<file path="src/rtl/nfd_pkg.sv">
package nfd_pkg;

  localparam logic [15:0] SYNC_WORD = 16'hB24D;
  localparam logic [15:0] CRC_POLY  = 16'h1021;
  localparam int          LEN_W     = 9;   // holds 255 + 4

  typedef enum logic [2:0] {
    ST_IDLE,
    ST_TRY,
    ST_LEN,
    ST_BODY,
    ST_FULL
  } dfr_state_e;

  function automatic logic [7:0] bit_rev8(input logic [7:0] b);
    logic [7:0] r;
    for (int i = 0; i < 8; i++) r[i] = b[7-i];
    return r;
  endfunction

  // one byte, MSB first
  function automatic logic [15:0] crc16_byte(input logic [15:0] c, input logic [7:0] d);
    logic [15:0] n;
    logic        fb;
    n = c;
    for (int i = 7; i >= 0; i--) begin
      fb = n[15] ^ d[i];
      n  = {n[14:0], 1'b0} ^ (fb ? CRC_POLY : 16'h0000);
    end
    return n;
  endfunction

endpackage

</file>
<file path="src/rtl/nfd_sync_scan.sv">
// Tests the sync window after each of the eight bits of a byte.
module nfd_sync_scan
  import nfd_pkg::*;
(
  input  logic [15:0] sreg,
  input  logic [7:0]  air,        // earliest air bit in bit 7
  output logic        hit,
  output logic [2:0]  offset,     // bits consumed at match, 8 reads as 0
  output logic [15:0] sreg_next
);

  logic [23:0] cat;
  logic [8:1]  match;

  assign cat       = {sreg, air};
  assign sreg_next = {sreg[7:0], air};

  genvar k;
  generate
    for (k = 1; k <= 8; k++) begin : g_win
      assign match[k] = (cat[23-k -: 16] == SYNC_WORD);
    end
  endgenerate

  // earliest bit position wins
  always_comb begin
    hit    = 1'b0;
    offset = 3'd0;
    for (int i = 8; i >= 1; i--) begin
      if (match[i]) begin
        hit    = 1'b1;
        offset = 3'(i);
      end
    end
  end

endmodule

</file>
<file path="src/rtl/nfd_realign.sv">
// Rebuilds frame bytes from the tail of the last input byte and the head of this one.
module nfd_realign (
  input  logic       clk,
  input  logic       rst,
  input  logic       in_valid,
  input  logic [7:0] air_cur,
  input  logic [2:0] offset,
  output logic [7:0] aligned
);

  logic [7:0]  prev_air;
  logic [15:0] shifted;

  always_ff @(posedge clk) begin
    if (rst)           prev_air <= 8'h00;
    else if (in_valid) prev_air <= air_cur;
  end

  always_comb begin
    shifted = {prev_air, air_cur} >> (4'd8 - {1'b0, offset});
    aligned = (offset == 3'd0) ? air_cur : shifted[7:0];
  end

endmodule

</file>
<file path="src/rtl/nfd_frame_ram.sv">
module nfd_frame_ram #(
  parameter int DEPTH = 260,
  localparam int AW   = $clog2(DEPTH)
) (
  input  logic          clk,
  input  logic          we,
  input  logic [AW-1:0] waddr,
  input  logic [7:0]    wdata,
  input  logic [AW-1:0] raddr,
  output logic [7:0]    rdata
);

  logic [7:0] mem [DEPTH];

  always_ff @(posedge clk) begin
    if (we) mem[waddr] <= wdata;
    rdata <= mem[raddr];
  end


  always_comb begin
    if (we) begin
      waddr_range_chk: assert (32'(waddr) < DEPTH);
    end
  end

endmodule

</file>
<file path="src/rtl/nfc_deframer.sv">
module nfc_deframer
  import nfd_pkg::*;
#(
  parameter int DEPTH = 260,
  localparam int AW   = $clog2(DEPTH)
) (
  input  logic             clk,
  input  logic             rst,
  input  logic             in_valid,
  input  logic [7:0]       in_byte,
  input  logic             frame_clr,
  input  logic [AW-1:0]    rd_addr,
  output logic [7:0]       rd_data,
  output logic [LEN_W-1:0] frame_len,
  output logic             frame_done,
  output logic             crc_ok
);

  localparam int CW = (AW > LEN_W) ? AW : LEN_W;

  dfr_state_e    state;
  logic [7:0]    air_in, aligned, wdata, ram_q, hdr_q;
  logic [15:0]   sreg, sreg_next, crc, crc_n;
  logic          scan_hit, take, len_bad, we, hdr_hit;
  logic [2:0]    scan_off, offset_q;
  logic [AW-1:0] pos, last_pos, waddr;
  logic [CW-1:0] len_ext;

  assign air_in  = bit_rev8(in_byte);
  assign take    = in_valid && !frame_clr;
  assign len_ext = CW'(aligned);
  assign len_bad = (aligned == 8'h00) || (len_ext + CW'(4) > CW'(DEPTH));
  assign crc_n   = crc16_byte((state == ST_LEN) ? 16'h0000 : crc, aligned);

  nfd_sync_scan u_scan (
    .sreg      (sreg),
    .air       (air_in),
    .hit       (scan_hit),
    .offset    (scan_off),
    .sreg_next (sreg_next)
  );

  nfd_realign u_align (
    .clk      (clk),
    .rst      (rst),
    .in_valid (in_valid),
    .air_cur  (air_in),
    .offset   (offset_q),
    .aligned  (aligned)
  );

  always_ff @(posedge clk) begin
    if (rst || frame_clr) begin
      state      <= ST_IDLE;
      sreg       <= 16'h0000;
      offset_q   <= 3'd0;
      pos        <= '0;
      last_pos   <= '0;
      crc        <= 16'h0000;
      frame_len  <= '0;
      frame_done <= 1'b0;
      crc_ok     <= 1'b0;
    end else if (in_valid) begin
      unique case (state)
        ST_IDLE: begin
          if (in_byte != 8'h00) begin
            sreg  <= {8'h00, air_in};
            state <= ST_TRY;
          end
        end
        ST_TRY: begin
          if (in_byte == 8'h00) begin
            sreg  <= 16'h0000;
            state <= ST_IDLE;
          end else if (scan_hit) begin
            offset_q <= scan_off;
            state    <= ST_LEN;
          end else begin
            sreg <= sreg_next;
          end
        end
        ST_LEN: begin
          if (len_bad) begin
            sreg     <= 16'h0000;
            offset_q <= 3'd0;
            state    <= ST_IDLE;
          end else begin
            frame_len <= LEN_W'({1'b0, aligned} + 9'd4);
            last_pos  <= AW'(len_ext + CW'(3));
            pos       <= AW'(3);
            crc       <= crc_n;
            state     <= ST_BODY;
          end
        end
        ST_BODY: begin
          crc <= crc_n;
          pos <= pos + AW'(1);
          if (pos == last_pos) begin
            state      <= ST_FULL;
            frame_done <= 1'b1;
            crc_ok     <= (crc_n == 16'h0000);
          end
        end
        default: ;
      endcase
    end
  end

  assign we    = take && (((state == ST_LEN) && !len_bad) || (state == ST_BODY));
  assign waddr = (state == ST_LEN) ? AW'(2) : pos;
  assign wdata = aligned;

  nfd_frame_ram #(.DEPTH(DEPTH)) u_ram (
    .clk   (clk),
    .we    (we),
    .waddr (waddr),
    .wdata (wdata),
    .raddr (rd_addr),
    .rdata (ram_q)
  );

  // sync bytes are constants, not stored
  always_ff @(posedge clk) begin
    hdr_hit <= (rd_addr < AW'(2));
    hdr_q   <= rd_addr[0] ? SYNC_WORD[7:0] : SYNC_WORD[15:8];
  end

  assign rd_data = hdr_hit ? hdr_q : ram_q;


  clear_state_chk: assert property (@(posedge clk) disable iff (rst)
    frame_clr |=> (frame_len == '0) && !frame_done && !crc_ok);


  idle_zero_chk: assert property (@(posedge clk) disable iff (rst)
    (state == ST_IDLE && in_valid && in_byte == 8'h00 && !frame_clr) |=> state == ST_IDLE);


  done_len_chk: assert property (@(posedge clk) disable iff (rst)
    frame_done |-> frame_len >= LEN_W'(5));


  ok_needs_done_chk: assert property (@(posedge clk) disable iff (rst)
    crc_ok |-> frame_done);


  full_hold_chk: assert property (@(posedge clk) disable iff (rst)
    (frame_done && !frame_clr) |=> frame_done && $stable(frame_len) && $stable(crc_ok));

endmodule

</file>
<file path="config.mk">
export PLATFORM = sky130hd
export DESIGN_NAME = nfc_deframer
export DESIGN_NICKNAME = d
export VERILOG_FILES = /design/src/rtl/nfd_pkg.sv /design/src/rtl/nfd_sync_scan.sv /design/src/rtl/nfd_realign.sv /design/src/rtl/nfd_frame_ram.sv /design/src/rtl/nfc_deframer.sv
export SDC_FILE = /design/constraint.sdc
export NUM_CORES = 2
export LEC_CHECK = 0
export BUFFER_PORTS_ARGS = -buffer_cell sky130_fd_sc_hd__buf_4
export CAP_MARGIN = 20
export CORE_MARGIN = 2
export CORE_UTILIZATION = 57
export DETAILED_ROUTE_END_ITERATION = 12
export PLACE_DENSITY_LB_ADDON = 0.15
export SYNTH_ARGS = -nofsm -noshare
export SYNTH_HDL_FRONTEND = slang
export SYNTH_SLANG_ARGS = --single-unit
export TNS_END_PERCENT = 100
</file>
<file path="constraint.sdc">
create_clock -name clk -period 16.12 [get_ports clk]
set_clock_uncertainty 0.2 [all_clocks]
set_input_delay 2.418 -clock clk [delete_from_list [all_inputs] [get_ports clk]]
set_output_delay 2.418 -clock clk [all_outputs]
set_load 0.005 [all_outputs]
</file>
==> summary.txt <==
Synth
  • Register area share after synthesis: 0.743
  • Syn. warnings: 0
  • Dominant cell by count in the synthesized netlist: edfxtp_1
  • Syn Area/Cell: 18.9 µm²
  • Async SR Flop Fraction: 0
  • EDFF count, synth: 2080
  • Yosys reg bits: about 2200
  • Top post-synthesis cells by area: edfxtp_1 (72%), mux4_2 (12%), mux2i_1 (3.5%)
  • Netlist Area Pre-Place: 0.0863 mm²
  • Synth Flop Type: edfxtp_1
  • Most frequent cells after synthesis: edfxtp_1 (2080), mux4_2 (445), mux2i_1 (304)
  • Area leader, netlist: edfxtp_1
  • Area share of the largest cell type after synthesis: 0.723
  • Yosys cell types: 87
  • Mapped Nets: 4590
  • Mapped Cells: 4561

Global routing
  • Congestion Overflow GR: 0
  • Antenna violations before repair: 5
  • Number of global-route vias before repair: 45100
  • Largest net degree at the start of global routing: 161
  • First-pass GRT wire length: between 300000 and 400000 µm
  • GRT Util Overall: 0.303

Drt
  • Residual DRC count: 0
  • Total iterations of the first detailed-routing run: 6
  • DRT iter0 DRCs: 6461
  • Via density: between 6 and 7
  • Top Layer Used: met5
  • WL met2: 108000 µm
  • Wl on met1: 90000 µm
  • DR WL/cell: ~34 µm
  • ANT nets after route: 0
  • Final wirelength: 231000 µm
  • Routed wl met3: 25700 µm
  • Via count: between 40000 and 50000

Placement
  • Dpl cell area: 0.0890 mm²
  • Placed Cells: about 6400
  • Pre-CTS setup slack: 6830 ps
  • # port buffers: 39
  • RD Place Congestion: ~0.9
  • Post-DP HPWL: 138000 µm

Setup path
  • Worst EP required: 16370 ps
  • R2r setup slk: between 7000 and 8000 ps
  • RR Endpoint: u_ram.mem[29][5]
  • CP cell instances: inv_1 -> ha_1 -> or4b_1 -> o211ai_1 -> o211ai_1 -> o31a_1 -> inv_8 -> buf_12 -> ha_1 -> a31oi_1 -> o31ai_1 -> and3_4 -> a21o_4 -> o21ai_4 -> buf_4 -> buf_4 -> nor3_1
  • CP max FO: 156
  • Register-to-Register Path Depth: 17
  • Worst EP arrival: 8980 ps
  • CP Launch Type: flip-flop
  • Crit path kind: flip-flop to flip-flop
  • CP max-delay cell: nor3_1
  • Delay of the slowest cell on the worst path: 960 ps
  • CP endpoint kind: flip-flop
  • Worst reg2reg startpoint: offset_q[0]

Power and ir drop
  • Power Total: ~0.011 W
  • Peak VDD IR: 0.0000908 V
  • Leak pwr: 30.1 nW
  • Pwr Density: roughly 120 mW/mm²

Timing
  • Final setup fails: 0
  • Crit path time final: 8730 ps
  • Setup WS post-layout: between 7000 and 8000 ps
  • Slew HR: 0.230
  • Setup_tns: 0 ps
  • Period utilization: 0.542
  • Max Slew Vio Count: 0
  • Worst Max-Slew Pin Slew: 1150 ps
  • Fmax: 115 MHz
  • Final hold violation count: 0
  • RSZ-0062 raised after global routing: no

Clock tree
  • CTS tree: built
  • Postcts setup bufs: 0
  • Clock sinks: 2165
  • Total CTS buffers: 210
  • CTS root buf: clkbuf_16
  • Post-CTS Hold Buffers: 0
  • H-tree levels: 4
  • Reg clk slew, reported paths: 60 ps
  • Post_cts resized: 0
  • Clk Latency, worst-skew pair: 840 ps
  • Clk buf depth: 3

Status
  • Outcome: complete, no violations

Worst hold path
  • Min-delay worst type: flip-flop to flip-flop
  • Hold Path Sink: frame_len[3]
  • Hold path cells: 2
  • Hold_sp: frame_len[3]

Floorplan
  • Site Rows: 142
  • Die Footprint: 0.155 mm²
  • Initial core utilization: 0.575
  • Chip width: 393 µm
  • CORE AREA: 0.150 mm²
  • Io pins: 40
  • Die height: 393 µm

Cells and area
  • Fraction of layout instances using a drive strength above 1: 0.201
  • Non-filler instance count after layout: 6869
  • Post-route cell area: 0.0959 mm²
  • # fillers: just over 10000
  • Post-layout nets: approximately 4700
  • P&R area growth vs syn: 11.0%

Run
  • Max cap viols: 0
## metal layers
| metal | vias up | GRT usage |
|---|---|---|
| li1 | 19100 | - |
| met1 | 24300 | 0.441 |
| met2 | 2916 | 0.462 |
| met3 | 411 | 0.0706 |
| met4 | 6 | 0.0931 |
| met5 | - | 0 |
## registers in the layout, summed over array words and instances, names as in the netlist
name and flops:
crc 16, sreg 15, u_ram.rdata 8, frame_len 9, state 3, offset_q 3
hdr_hit 1, frame_done 1, u_align.prev_air 8, last_pos 9, pos 9, u_ram.mem 2080
hdr_q 2, crc_ok 1
## area by class of cell
cell class	instances	area (µm²)	share of cell area
clock inverter	106	910	0.00949
timing repair buffer	190	1490	0.0155
clock buffer	280	5680	0.0592
sequential	2165	64200	0.669
multi-input combinational	2076	21000	0.219
antenna	3	7.51	0.0000783
tap	2016	2520	0.0263
inverter	33	169	0.00176
## how the worst max path moves through the flow
stage / cells after the start / endpoint / start
after floorplan: 15 / u_ram.mem[153][0] / in_byte[4]
final: 17 / u_ram.mem[29][5] / offset_q[0]
after CTS: 17 / u_ram.mem[9][0] / offset_q[0]
after global routing: 17 / u_ram.mem[257][0] / offset_q[0]
after detailed placement: 16 / u_ram.mem[101][1] / in_byte[0]
after global placement: 16 / u_ram.mem[213][4] / in_byte[0]
## stage by stage
step	utilization	hold WS, ps
final	0.639	257
after global routing	0.639	275
after CTS	0.637	263
after detailed placement	0.593	252
after global placement	0.593	246
after floorplan	-	244
## worst max-delay path, delay by kind of cell, from the launching register on
family / cells / cell delay [ps]
compound gates: 7 / 2100
buf+inv: 5 / 2250
simple gates: 3 / 1880
flops: 1 / 720
fa+ha+maj: 2 / 1020
## cell families after synthesis
family                     after synthesis  share of synthesized area
AOI/OAI and AO/OA                      505                     0.0420
xor gates and xnor gates                53                    0.00538
muxes                                  757                      0.152
buffers and inverters                  320                     0.0158
adders and majority gates                8                    0.00116
DFF                                   2165                      0.743
and+or+nand+nor                        753                     0.0402
## where the power goes
group	switching, W	internal, W
logic	0.000394	0.000197
clock network	0.00207	0.00266
registers	0.00000526	0.00616
total	0.00247	0.00902
## layout by cell type (no fill, tap or decap), types with 10 or more instances in the layout
| cell | instances |
|---|---|
| nor4_1 | 15 |
| nor2_1 | 260 |
| o221ai_1 | 93 |
| a211o_1 | 16 |
| a211oi_1 | 20 |
| buf_4 | 129 |
| clkbuf_16 | 213 |
| mux2i_1 | 304 |
| mux4_2 | 445 |
| clkbuf_4 | 19 |
| clkinv_2 | 32 |
| nand2_1 | 153 |
| xnor2_1 | 42 |
| a31oi_1 | 11 |
| clkinv_1 | 42 |
| inv_1 | 23 |
| clkbuf_1 | 55 |
| o21ai_0 | 50 |
| nand4_1 | 13 |
| bufinv_16 | 12 |
| nand3_1 | 46 |
| o211ai_1 | 10 |
| o22ai_1 | 67 |
| a22oi_1 | 15 |
| dfxtp_1 | 85 |
| buf_2 | 23 |
| a21oi_1 | 99 |
| edfxtp_1 | 2080 |
| nand2b_1 | 21 |
| xor2_1 | 11 |
| nor3_1 | 171 |
| a221oi_1 | 28 |
No activity file was read; power rests on OpenSTA's default activity.
